<file path="src/rtl/splitmul_pkg.sv">
package splitmul_pkg;

  typedef enum logic {
    MODE_WIDE  = 1'b0,
    MODE_SPLIT = 1'b1
  } mulMode_e;

  typedef struct packed {
    logic clrIn;
    logic ldIn;
    logic clrOut;
    logic ldOut;
  } mulStrobe_t;

endpackage

</file>
<file path="src/rtl/splitmul_lane.sv">
module splitmul_lane #(
  parameter int N = 9
) (
  input  logic [N-1:0]   xIn,
  input  logic [N-1:0]   yIn,
  input  logic           xSigned,
  input  logic           ySigned,
  output logic [2*N-1:0] pOut
);
  localparam int EW = N + 1;
  localparam int FW = 2 * N + 2;

  logic signed [EW-1:0] xExt;
  logic signed [EW-1:0] yExt;
  logic signed [FW-1:0] fullP;

  // one extra bit makes both unsigned and signed operands fit a signed multiply
  always_comb begin
    xExt  = {xSigned & xIn[N-1], xIn};
    yExt  = {ySigned & yIn[N-1], yIn};
    fullP = FW'(xExt) * FW'(yExt);
    pOut  = fullP[2*N-1:0];
  end

  logic unusedTop;
  assign unusedTop = ^fullP[FW-1:2*N];
endmodule

</file>
<file path="src/rtl/splitmul_ctl.sv">
module splitmul_ctl
  import splitmul_pkg::*;
(
  input  logic       ce,
  input  logic       srst,
  output mulStrobe_t strobe
);
  // reset wins over enable for both register stages
  always_comb begin
    strobe.clrIn  = srst;
    strobe.ldIn   = ce & ~srst;
    strobe.clrOut = srst;
    strobe.ldOut  = ce & ~srst;
  end
endmodule

</file>
<file path="src/rtl/splitmul_dp.sv">
module splitmul_dp
  import splitmul_pkg::*;
#(
  parameter int OP_W    = 18,
  parameter bit REG_IN  = 1'b1,
  parameter bit REG_OUT = 1'b1
) (
  input  logic             clk,
  input  mulStrobe_t       strobe,
  input  logic [OP_W-1:0]  opA,
  input  logic [OP_W-1:0]  opB,
  input  logic             sgnA,
  input  logic             sgnB,
  input  logic             splitSel,
  output logic [2*OP_W-1:0] prod
);
  localparam int HW    = OP_W / 2;
  localparam int PW    = 2 * OP_W;
  localparam int LANES = 2;

  logic [OP_W-1:0] aReg, bReg, aUse, bUse;
  logic            saReg, sbReg, saUse, sbUse;
  mulMode_e        modeReg, modeUse;

  always_ff @(posedge clk) begin
    if (strobe.clrIn) begin
      aReg    <= '0;
      bReg    <= '0;
      saReg   <= 1'b0;
      sbReg   <= 1'b0;
      modeReg <= MODE_WIDE;
    end else if (strobe.ldIn) begin
      aReg    <= opA;
      bReg    <= opB;
      saReg   <= sgnA;
      sbReg   <= sgnB;
      modeReg <= mulMode_e'(splitSel);
    end
  end

  always_comb begin
    aUse    = REG_IN ? aReg    : opA;
    bUse    = REG_IN ? bReg    : opB;
    saUse   = REG_IN ? saReg   : sgnA;
    sbUse   = REG_IN ? sbReg   : sgnB;
    modeUse = REG_IN ? modeReg : mulMode_e'(splitSel);
  end

  logic [PW-1:0] wideP;
  logic [PW-1:0] halfP;

  splitmul_lane #(.N(OP_W)) u_wideLane (
    .xIn(aUse), .yIn(bUse), .xSigned(saUse), .ySigned(sbUse), .pOut(wideP)
  );

  for (genvar g = 0; g < LANES; g++) begin : g_half
    splitmul_lane #(.N(HW)) u_halfLane (
      .xIn    (aUse[g*HW +: HW]),
      .yIn    (bUse[g*HW +: HW]),
      .xSigned(saUse),
      .ySigned(sbUse),
      .pOut   (halfP[g*2*HW +: 2*HW])
    );
  end

  logic [PW-1:0] prodNext, prodReg;
  assign prodNext = (modeUse == MODE_SPLIT) ? halfP : wideP;

  always_ff @(posedge clk) begin
    if (strobe.clrOut)     prodReg <= '0;
    else if (strobe.ldOut) prodReg <= prodNext;
  end

  assign prod = REG_OUT ? prodReg : prodNext;
endmodule

</file>
<file path="src/rtl/splitmul_tile.sv">
module splitmul_tile
  import splitmul_pkg::*;
#(
  parameter int OP_W    = 18,
  parameter bit REG_IN  = 1'b1,
  parameter bit REG_OUT = 1'b1
) (
  input  logic              clk,
  input  logic              ce,
  input  logic              srst,
  input  logic [OP_W-1:0]   opA,
  input  logic [OP_W-1:0]   opB,
  input  logic              sgnA,
  input  logic              sgnB,
  input  logic              splitSel,
  output logic [2*OP_W-1:0] prod
);
  mulStrobe_t strobe;

  splitmul_ctl u_ctl (.ce(ce), .srst(srst), .strobe(strobe));

  splitmul_dp #(.OP_W(OP_W), .REG_IN(REG_IN), .REG_OUT(REG_OUT)) u_dp (
    .clk(clk), .strobe(strobe), .opA(opA), .opB(opB), .sgnA(sgnA),
    .sgnB(sgnB), .splitSel(splitSel), .prod(prod)
  );
endmodule

</file>
<file path="config.mk">
export PLATFORM = sky130hd
export DESIGN_NAME = splitmul_tile
export DESIGN_NICKNAME = d
export VERILOG_FILES = /design/src/rtl/splitmul_pkg.sv /design/src/rtl/splitmul_lane.sv /design/src/rtl/splitmul_ctl.sv /design/src/rtl/splitmul_dp.sv /design/src/rtl/splitmul_tile.sv
export SDC_FILE = /design/constraint.sdc
export NUM_CORES = 1
export LEC_CHECK = 0
export BUFFER_PORTS_ARGS = -buffer_cell sky130_fd_sc_hd__buf_4
export CAP_MARGIN = 10
export CELL_PAD_IN_SITES_DETAIL_PLACEMENT = 1
export CELL_PAD_IN_SITES_GLOBAL_PLACEMENT = 2
export CORE_ASPECT_RATIO = 1.5
export CORE_MARGIN = 3
export CORE_UTILIZATION = 45
export DETAILED_ROUTE_END_ITERATION = 16
export PLACE_DENSITY = 0.89
export SLEW_MARGIN = 25
export SYNTH_ARGS = -nofsm -noshare
export SYNTH_HDL_FRONTEND = slang
export SYNTH_SLANG_ARGS = --single-unit
</file>
<file path="constraint.sdc">
create_clock -name clk -period 13.5 [get_ports clk]
set_input_delay 1.35 -clock clk [delete_from_list [all_inputs] [get_ports clk]]
set_output_delay 1.35 -clock clk [all_outputs]
set_load 0.05 [all_outputs]
</file>
==> results by group <==
Clocking
  • Max Root-Sink Buffers: 2
  • CTS Sinks: 75
  • Post-CTS Hold Fix Bufs: 0
  • Clk pin slew, worst setup/hold paths: about 90 ps
  • Post-CTS setup buffer count: 0
  • H-tree Lvls: 3
  • TritonCTS Buffers: 9
  • Root buffer cell: clkbuf_16
  • Post_cts resized: 0
  • Clock Latency Late Sink: 420 ps
  • CTS tree: done

Detailed routing
  • Router iterations before antenna repair: 4
  • WL/cell: roughly 23 µm
  • Drt drc: 0
  • Detail Route Antenna Nets: 0
  • Vias: approximately 16000
  • Drt via density: around 5.5
  • Post-Route WL: approximately 65 mm
  • Iter 0 DRT Violations: approximately 670

Setup path
  • CP startpoint kind: flip-flop
  • Required @ worst endpoint: ~14000 ps
  • Worst reg2reg endpoint: u_dp.prod[35]
  • Worst path max stage delay: about 960 ps
  • Critical path type: flip-flop to flip-flop
  • Crit Path Max Fanout: 26
  • Crit-path cells: and2_1 -> nand2_1 -> fa_1 -> fa_1 -> fa_1 -> inv_1 -> fa_1 -> fa_1 -> fa_1 -> ha_1 -> ha_1 -> a21oi_1 -> nor2b_1 -> a211o_1 -> a21o_1 -> a221o_1 -> a31oi_1 -> mux2i_1 -> a31o_1
  • R2R depth: 19
  • CP arrival: ~8400 ps
  • Worst r2r src: u_dp.aReg[17]
  • R2r setup slk: 5430 ps
  • Crit end category: flip-flop
  • CP most frequent cell: fa_1
  • Crit path max-delay cell type: dfxtp_1

Placement
  • Area after DPL: ~22000 µm²
  • Port Buf Inserts: 77
  • Hpwl dp: about 54 mm
  • GPL Wtd Cong: 0.923
  • Dpl cells: 2844

Layout
  • Layout Nets: between 2000 and 3000
  • Inserted Diodes: 0
  • Design area: roughly 22000 µm²
  • Non-Filler Instances: 2859
  • Area growth syn-to-layout: 7.16%
  • Layout cells sized above 1: approximately 6.7%

Timing
  • RSZ-0062 raised after global routing: no
  • Final hold violations: 0
  • Final setup viols: 0
  • Post-layout minimum cycle time: between 8000 and 9000 ps
  • Fmax: 124 MHz
  • Sum Neg Setup Slack: 0 ps
  • Skew final: ~25 ps
  • Period utilisation layout: 59.8%
  • Final number of max-transition violations: 0
  • Max-slew headroom: 33.4%
  • Worst Tran Pin Value: approximately 1000 ps

Yosys
  • Synth Instances: roughly 2300
  • Post-synth EDFFs: 0
  • Yosys cell types: 62
  • Syn_nets: roughly 3000
  • Post-Synthesis Cell Area: between 20000 and 25000 µm²
  • Number of synthesis warnings: 0
  • Seq/Total Area, Yosys: between 7 and 8%
  • Post-synth top area cell: fa_1
  • Avg Cell Area, Syn: 9.09 µm²
  • Post-synth top area share: 44.0%
  • Top FF cell, synth: dfxtp_1
  • FF+latch count, synth: 75
  • Async set or reset register ratio after synthesis: 0%
  • Synth top area cells: fa_1 44%, ha_1 11%, inv_1 9.7%

Floorplan
  • # IOs: 78
  • Initial core utilization: 45.6%
  • Die X-Extent: 180 µm
  • Die area: 48100 µm²
  • Die Ht: 267 µm
  • Core area: between 40000 and 50000 µm²
  • # rows: 95

Global routing
  • Vias in the first global route: approximately 18000
  • Largest net degree at the start of global routing: 73
  • Global route total overflow: 0
  • Initial antenna violation count: 1
  • First-pass GRT wire length: approximately 100 mm
  • Tot GR Track Use: between 20% and 30%

Status
  • Outcome: completed

Pwr
  • Power Dens Cells: between 50 and 60 nW/µm²
  • Worst ir drop on vdd: approximately 67 µV
  • Lkg Pwr: roughly 0.012 µW

Worst hold path
  • Hold path cells: 2
  • Worst min path class: flip-flop to flip-flop
  • Min-delay src: u_dp.prod[14]
  • WHS Endpoint: u_dp.prod[14]

Job
  • Max-cap viol count: 0
## worst max path at each step
stage | cells past startpoint | slack, ps | from | end
2_1_floorplan | 19 | 6830 | u_dp.aReg[17] | u_dp.prod[35]
3_3_place_gp | 21 | 5720 | u_dp.bReg[17] | u_dp.prod[35]
3_5_place_dp | 19 | 5470 | u_dp.aReg[17] | u_dp.prod[35]
4_1_cts | 19 | 5430 | u_dp.aReg[17] | u_dp.prod[35]
5_1_grt | 19 | 5000 | u_dp.aReg[17] | u_dp.prod[35]
6_report | 19 | 5430 | u_dp.aReg[17] | u_dp.prod[35]
## cells in the mapped netlist, drive strengths merged, types with 9 or more instances
cell	instances
inv	528
fa	450
nand2	234
ha	184
and2	142
nor2	115
clkbuf	92
dfxtp	75
mux2i	52
xnor2	52
o21ai	47
a21oi	46
a211oi	31
nor3	20
a21o	16
xor2	15
and3	14
nand3	14
or2	14
buf	10
nor2b	10
o21a	9
## placed cells by master (no fill, tap or decap), types with 14 or more instances in the layout
cell      count
mux2i_1      52
nor2_1      115
ha_1        184
fa_1        450
o21ai_1      14
o21ai_0      33
a211oi_1     30
nor3_1       20
and2_1      142
inv_1       528
or2_2        14
buf_4       113
nand3_1      14
a21oi_1      46
a21o_1       15
xor2_1       15
xnor2_1      52
nand2_1     234
dfxtp_1      74
## through the flow
stage	hold slack (ps)	setup WS, ps	util (%)	total power [µW]
2_1_floorplan	479	6830	-	682
3_3_place_gp	462	5720	48.3	897
3_5_place_dp	463	5470	48.3	916
4_1_cts	480	5430	48.9	1180
5_1_grt	535	5000	48.9	1240
6_report	481	5430	48.9	1160
## final cells by class
type | instances | area, µm²
Timing Repair Buffer | 113 | 848
Multi-Input combinational cell | 1546 | 16600
Inverter | 528 | 1980
Clock buffer | 10 | 229
Fill cell | 5191 | 22900
Sequential cell | 75 | 1500
Clock inverter | 5 | 40.0
Tap cell | 582 | 728
## report_power, final
part | internal, µW | switching [µW]
registers | 240 | 20.3
clock network | 125 | 129
logic | 240 | 409
## logic make-up (layout without fill, tap and decap cells)
group / count (synthesis) / in the layout / share of synthesized area, %
simple gates: 587 / 587 / 13.6
flops: 75 / 75 / 7.34
compound gates: 206 / 206 / 6.81
buf+inv: 630 / 656 / 11.6
fa+ha+maj: 634 / 634 / 55.3
mux: 52 / 52 / 2.54
xor+xnor: 67 / 67 / 2.87
## worst max-delay path, delay by kind of cell, from the launching register on
kind / cells / cell delay, ps
adders and majority gates: 8 / 4130
AOI/OAI and AO/OA: 6 / 1470
DFF: 1 / 960
and+or+nand+nor: 3 / 920
buffers and inverters: 1 / 280
muxes: 1 / 220
## per-layer routing
| metal | vias up | routed length [µm] | track usage (%) |
|---|---|---|---|
| li1 | 6834 | - | - |
| met2 | 333 | 37100 | 55.5 |
| met5 | - | 0 | 0 |
| met4 | 0 | 4000 | 15.8 |
| met1 | 8269 | 22100 | 28.2 |
| met3 | 163 | 1950 | 2.81 |
## flip-flops by register name, indices dropped and copies added (netlist names)
register and cells:
u_dp.prod 36, u_dp.aReg 18, u_dp.bReg 18, u_dp.modeReg 1, u_dp.saReg 1, u_dp.sbReg 1
Note: power is estimated with default switching activity, not from simulation.
